## src/rtl/swg_pkg.sv

```systemverilog
package swg_pkg;
  typedef struct packed {
    logic shift;   // advance row delays and column history
    logic load;    // capture fresh windows into the output register
    logic clear;   // consumer took data, nothing new arrived
  } swgStrobe_t;
endpackage

```

## src/rtl/swg_row_delay.sv

```systemverilog
module swg_row_delay #(
  parameter int WORD_W = 32,
  parameter int DEPTH  = 4
) (
  input  logic              clk,
  input  logic              shiftEn,
  input  logic [WORD_W-1:0] din,
  output logic [WORD_W-1:0] dout
);
  logic [WORD_W-1:0] stage [DEPTH];

  always_ff @(posedge clk) begin
    if (shiftEn) begin
      stage[0] <= din;
      for (int d = 1; d < DEPTH; d++) stage[d] <= stage[d-1];
    end
  end

  assign dout = stage[DEPTH-1];
endmodule

```

## src/rtl/swg_coalescer.sv

```systemverilog
module swg_coalescer #(
  parameter int NUM_LANES = 4,
  parameter int WIN       = 3,
  parameter int PIX_W     = 8,
  localparam int HIST     = WIN - 1,
  localparam int EXT      = NUM_LANES + WIN - 1,
  localparam int COL_BITS = NUM_LANES * WIN * PIX_W,
  localparam int OUT_BITS = NUM_LANES * WIN * WIN * PIX_W
) (
  input  logic                clk,
  input  logic                load,
  input  logic [COL_BITS-1:0] colFlat,
  output logic [OUT_BITS-1:0] winFlat
);
  logic [PIX_W-1:0] hist [HIST][WIN];
  logic [PIX_W-1:0] ext  [EXT][WIN];
  logic [OUT_BITS-1:0] winReg;

  for (genvar e = 0; e < EXT; e++) begin : g_ext
    for (genvar k = 0; k < WIN; k++) begin : g_row
      if (e < HIST) begin : g_old
        assign ext[e][k] = hist[e][k];
      end else begin : g_new
        assign ext[e][k] = colFlat[((e-HIST)*WIN+k)*PIX_W +: PIX_W];
      end
    end
  end

  always_ff @(posedge clk) begin
    if (load) begin
      for (int h = 0; h < HIST; h++)
        for (int k = 0; k < WIN; k++)
          hist[h][k] <= ext[NUM_LANES+h][k];
      for (int i = 0; i < NUM_LANES; i++)
        for (int k = 0; k < WIN; k++)
          for (int j = 0; j < WIN; j++)
            winReg[((i*WIN+k)*WIN+j)*PIX_W +: PIX_W] <= ext[i+j][k];
    end
  end

  assign winFlat = winReg;
endmodule

```

## src/rtl/swg_datapath.sv

```systemverilog
module swg_datapath
  import swg_pkg::*;
#(
  parameter int NUM_LANES = 4,
  parameter int WIN       = 3,
  parameter int PIX_W     = 8,
  parameter int IMG_W     = 16,
  localparam int WORD_W   = NUM_LANES * PIX_W,
  localparam int WPR      = IMG_W / NUM_LANES,
  localparam int LINES    = WIN - 1,
  localparam int COL_BITS = NUM_LANES * WIN * PIX_W,
  localparam int OUT_BITS = NUM_LANES * WIN * WIN * PIX_W
) (
  input  logic                clk,
  input  swgStrobe_t          strobe,
  input  logic [WORD_W-1:0]   inPix,
  output logic [OUT_BITS-1:0] outWin
);
  logic [WORD_W-1:0] lineIn  [LINES];
  logic [WORD_W-1:0] lineOut [LINES];
  logic [COL_BITS-1:0] colFlat;

  for (genvar l = 0; l < LINES; l++) begin : g_line
    if (l == 0) begin : g_first
      assign lineIn[l] = inPix;
    end else begin : g_chain
      assign lineIn[l] = lineOut[l-1];
    end
    swg_row_delay #(.WORD_W(WORD_W), .DEPTH(WPR)) i_delay (
      .clk    (clk),
      .shiftEn(strobe.shift),
      .din    (lineIn[l]),
      .dout   (lineOut[l])
    );
  end

  // column stacks: row WIN-1 is the live word, older rows come from the delays
  for (genvar c = 0; c < NUM_LANES; c++) begin : g_col
    for (genvar k = 0; k < WIN; k++) begin : g_stack
      if (k == WIN-1) begin : g_live
        assign colFlat[(c*WIN+k)*PIX_W +: PIX_W] = inPix[c*PIX_W +: PIX_W];
      end else begin : g_held
        assign colFlat[(c*WIN+k)*PIX_W +: PIX_W] = lineOut[WIN-2-k][c*PIX_W +: PIX_W];
      end
    end
  end

  swg_coalescer #(.NUM_LANES(NUM_LANES), .WIN(WIN), .PIX_W(PIX_W)) i_coal (
    .clk    (clk),
    .load   (strobe.load),
    .colFlat(colFlat),
    .winFlat(outWin)
  );
endmodule

```

## src/rtl/swg_ctrl.sv

```systemverilog
module swg_ctrl
  import swg_pkg::*;
#(
  parameter int NUM_LANES = 4,
  parameter int WIN       = 3,
  parameter int IMG_W     = 16,
  parameter int IMG_H     = 8,
  localparam int WPR      = IMG_W / NUM_LANES,
  localparam int COL_W    = (WPR > 1) ? $clog2(WPR) : 1,
  localparam int ROW_W    = (IMG_H > 1) ? $clog2(IMG_H) : 1
) (
  input  logic                 clk,
  input  logic                 rstN,
  input  logic                 inValid,
  input  logic                 outReady,
  output logic                 inReady,
  output swgStrobe_t           strobe,
  output logic [NUM_LANES-1:0] outWinValid
);
  logic [COL_W-1:0] colIdx;
  logic [ROW_W-1:0] rowIdx;
  logic [NUM_LANES-1:0] posMask;
  logic [NUM_LANES-1:0] flagReg;
  logic fire;
  logic rowOk;

  assign fire    = inValid & outReady;
  assign inReady = outReady;

  always_comb begin
    strobe.shift = fire;
    strobe.load  = fire;
    strobe.clear = outReady & ~inValid;
  end

  assign rowOk = int'(rowIdx) >= WIN - 1;

  for (genvar i = 0; i < NUM_LANES; i++) begin : g_mask
    assign posMask[i] = rowOk && ((int'(colIdx) * NUM_LANES + i) >= WIN - 1);
  end

  always_ff @(posedge clk) begin
    if (!rstN) begin
      colIdx <= '0;
      rowIdx <= '0;
    end else if (fire) begin
      if (colIdx == COL_W'(WPR-1)) begin
        colIdx <= '0;
        rowIdx <= (rowIdx == ROW_W'(IMG_H-1)) ? '0 : rowIdx + 1'b1;
      end else begin
        colIdx <= colIdx + 1'b1;
      end
    end
  end

  always_ff @(posedge clk) begin
    if (!rstN)             flagReg <= '0;
    else if (strobe.load)  flagReg <= posMask;
    else if (strobe.clear) flagReg <= '0;
  end

  assign outWinValid = flagReg;
endmodule

```

## src/rtl/sliding_window_gen.sv

```systemverilog
module sliding_window_gen
  import swg_pkg::*;
#(
  parameter int NUM_LANES = 4,
  parameter int WIN       = 3,
  parameter int PIX_W     = 8,
  parameter int IMG_W     = 16,
  parameter int IMG_H     = 8,
  localparam int OUT_BITS = NUM_LANES * WIN * WIN * PIX_W
) (
  input  logic                       clk,
  input  logic                       rstN,
  input  logic                       inValid,
  output logic                       inReady,
  input  logic [NUM_LANES*PIX_W-1:0] inPix,
  input  logic                       outReady,
  output logic [NUM_LANES-1:0]       outWinValid,
  output logic [OUT_BITS-1:0]        outWin
);
  swgStrobe_t strobe;

  swg_ctrl #(.NUM_LANES(NUM_LANES), .WIN(WIN), .IMG_W(IMG_W), .IMG_H(IMG_H)) i_ctrl (
    .clk        (clk),
    .rstN       (rstN),
    .inValid    (inValid),
    .outReady   (outReady),
    .inReady    (inReady),
    .strobe     (strobe),
    .outWinValid(outWinValid)
  );

  swg_datapath #(.NUM_LANES(NUM_LANES), .WIN(WIN), .PIX_W(PIX_W), .IMG_W(IMG_W)) i_dp (
    .clk   (clk),
    .strobe(strobe),
    .inPix (inPix),
    .outWin(outWin)
  );
endmodule

```

## config.mk

```make
export PLATFORM = sky130hd
export DESIGN_NAME = sliding_window_gen
export DESIGN_NICKNAME = d
export VERILOG_FILES = /design/src/rtl/swg_pkg.sv /design/src/rtl/swg_row_delay.sv /design/src/rtl/swg_coalescer.sv /design/src/rtl/swg_datapath.sv /design/src/rtl/swg_ctrl.sv /design/src/rtl/sliding_window_gen.sv
export SDC_FILE = /design/constraint.sdc
export NUM_CORES = 1
export LEC_CHECK = 0
export ABC_AREA = 1
export CAP_MARGIN = 20
export CORE_ASPECT_RATIO = 0.5
export CORE_MARGIN = 2
export CORE_UTILIZATION = 30
export CTS_CLUSTER_DIAMETER = 80
export CTS_CLUSTER_SIZE = 40
export DETAILED_ROUTE_END_ITERATION = 10
export PLACE_DENSITY = 0.59
export RECOVER_POWER = 25
export SYNTH_ARGS = -nofsm -noshare
export SYNTH_HDL_FRONTEND = slang
export SYNTH_SLANG_ARGS = --single-unit
```

## constraint.sdc

```tcl
create_clock -name clk -period 6 [get_ports clk]
set_input_delay 0.9 -clock clk [delete_from_list [all_inputs] [get_ports clk]]
set_output_delay 0.9 -clock clk [all_outputs]
set_load 0.01 [all_outputs]
```

==> results_dict.tcl <==
set metrics [dict create \
    status "finished clean" \
    num_io_pins 329 \
    maxSlewViolCount 0 \
    rsz0062_at_grt "no" \
    cp_max_fo 3 \
    synthAdderAreaFrac_pct 0.577 \
    ys_seq_area_share_pct 85.5 \
    synth_fp_nets 572 \
    grt_busiest_layer "met2" \
    maxCapViolCount 0 \
    clock_skew_ps 30.4 \
    synthCells 531 \
    synth_most_common_cell "edfxtp_1" \
    rr_worst_depth 6 \
    grt_pass1_vias 4297 \
    nNetsFinal 738 \
    finalCritPeriodShare_pct 48.0 \
    synth_warnings 0 \
    die_w_um 273 \
    hold_path_end "i_dp.i_coal.winFlat[261]" \
    critPathSlowestCell "clkdlybuf4s50_1" \
    antenna_cells 0 \
    met2_usage_pct 19.2 \
    portBuffers 328 \
    synth_cell_types 14 \
    ys_ff_latch 311 \
    cp_top_family "buffers and inverters" \
    drt_pre_antenna_iters 4 \
    grt_max_degree 131 \
    clk_latency_ps 500 \
    met1_usage_pct 10.2 \
    cts_resized 0 \
    worst_slew_pin_slew_ps 858 \
    cts_hold_buffers 0 \
    synth_common_cells "edfxtp_1, buf_4, inv_1, dfxtp_1, nand2_1" \
    route.vias.total 4303 \
    slew_headroom_pct 42.8 \
    core_area_um2 35700 \
    grt_use_met3_pct 0.921 \
    postRouteAntennaNets 0 \
    cp.required_ps 5100 \
    fmax_ghz 0.347 \
    wl_per_cell_um 15.9 \
    path_clk_slew_ps 130 \
    grt_overflow_total 0 \
    clkSinkCount 311 \
    grt_util_all_layers_pct 9.47 \
    timing.rr.end "i_ctrl.rowIdx[0]" \
    syn_to_final_growth_pct 27.5 \
    initial_core_util_pct 30.3 \
    path_cells "clkdlybuf4s50_1, clkdlybuf4s50_1" \
    setup.worst_path.class "in2out" \
    drt-initial-drc-count 269 \
    synth_edf_count 304 \
    syn_avg_cell_area_um2 20.4 \
    async_reset_ff_share_pct 0 \
    r2r_slack_ps 4910 \
    synth.area.top_cells "edfxtp_1, buf_4, dfxtp_1, ha_1, inv_1" \
    die_h_um 138 \
    yosysTopAreaCell "edfxtp_1" \
    yosys.area_share.simple_pct 0.704 \
    drive_gt1_share_pct 3.28 \
    critPathMostFrequentCell "clkdlybuf4s50_1" \
    power_density_nw_per_um2 277 \
    rows 49 \
    holdCritPathClass "reg2reg" \
    synth_compound_area_share_pct 0.404 \
    muxShareOfSynthArea_pct 0 \
    hold_violations 0 \
    grt_pass1_wl_mm 27.6 \
    dp_hpwl_mm 13.7 \
    path_buf_inv 2 \
    synth_top_area_share_pct 84.2 \
    gp_routability_congestion 0.810 \
    dieArea_um2 37800 \
    clockBufferDepth 3 \
    arrival_ps 1980 \
    synth-xor-area-share_pct 0 \
    startpoint_type "input port" \
    cts.root.buffer_cell "clkbuf_16" \
    synthFlopType "edfxtp_1" \
    r2r_start "i_ctrl.colIdx[0]" \
    antenna_found_initial 0 \
    cts_tree "built" \
    syn-cell-area_um2 10800 \
    setup-violations-final 0 \
    viasPerCell 3.63 \
    pre_cts_ws_ps 2740 \
    min_path_cells 0 \
    hold_start "i_dp.g_line[0].i_delay.stage[3][29]" \
    peakVddDrop_v 0.000192 \
    layout_setup_ws_ps 3120 \
    routed_wl_mm 18.8 \
    leakagePower_nw 4.52 \
    min_period_ps 2880 \
    numCtsBuffers 12 \
    synth_top_family_by_area "buffers and inverters" \
    setup_tns_ps 0 \
    route.detailed.drc 0 \
    whs_ps 405 \
    post_cts_buffers 0 \
    max_stage_delay_ps 560 \
    cp-end-kind "primary output" \
    htreeDepth 1 \
]
-- cell families (layout without fill, tap and decap cells) --
logic type | Yosys count | count (layout)
flops | 311 | 311
buf+inv | 190 | 360
simple gates | 17 | 17
compound gates | 8 | 8
fa+ha+maj | 5 | 5
-- cell usage in the layout (no fill, tap or decap), drive strengths merged --
cell / Yosys / final
nor2: 7 / 7
clkinv: 0 / 1
edfxtp: 304 / 304
clkdlybuf4s50: 0 / 328
nand3: 2 / 2
buf: 179 / 3
nand2: 8 / 8
inv: 11 / 13
clkbuf: 0 / 15
dfxtp: 7 / 7
o21ai: 3 / 3
ha: 5 / 5
a21oi: 5 / 5
-- flip-flops by register name (all words and copies together) (netlist names) --
signal	count
i_dp.i_coal.hist	1
i_dp.i_coal.winFlat	129
i_ctrl.colIdx	2
i_ctrl.outWinValid	2
i_dp.g_line.i_delay.stage	174
i_ctrl.rowIdx	3
-- stage by stage --
| stage | power (mW) | instance area [um^2] | utilization [%] | cells |
|---|---|---|---|---|
| 3_5_place_dp | 2.85 | 13400 | 37.6 | 1167 |
| 3_3_place_gp | 2.84 | 13400 | 37.6 | 1167 |
| 2_1_floorplan | 2.70 | 10800 | - | 531 |
| 6_report | 3.83 | 13800 | 38.7 | 1185 |
| 5_1_grt | 3.96 | 13800 | 38.7 | 1185 |
| 4_1_cts | 3.88 | 13800 | 38.7 | 1185 |
-- where the power goes --
| group | switching [mW] | internal, mW | leakage, nW | total [mW] |
|---|---|---|---|---|
| sequential | 0.0473 | 2.47 | 2.91 | 2.52 |
| combinational | 0.119 | 0.152 | 1.43 | 0.270 |
| clock | 0.620 | 0.422 | 0.188 | 1.04 |
-- final cells by class --
type,count,area (um^2)
fillers,3184,21900
inverters,11,48.8
well taps,484,606
flip-flops and latches,311,9270
clock inverters,3,58.8
multi-input cells,30,183
clock buffers,15,333
repair buffers,331,3320
-- worst max path at each step --
stage	startpoint	to	slack, ps	cells past startpoint
final	outReady	inReady	3120	2
after global routing	outReady	inReady	3100	2
after CTS	outReady	inReady	3120	2
after detailed placement	outReady	i_dp.i_coal.winFlat[77]	2740	4
after global placement	outReady	i_dp.i_coal.winFlat[217]	2790	4
after floorplan	inValid	i_dp.g_line[0].i_delay.stage[1][0]	1240	2
-- metal layers --
metal	vias to the layer above	wire length, um
li1	2061	-
met1	2169	6760
met2	45	11300
met3	28	280
met4	0	489
met5	-	0
Power figures use the tool's default switching activity.
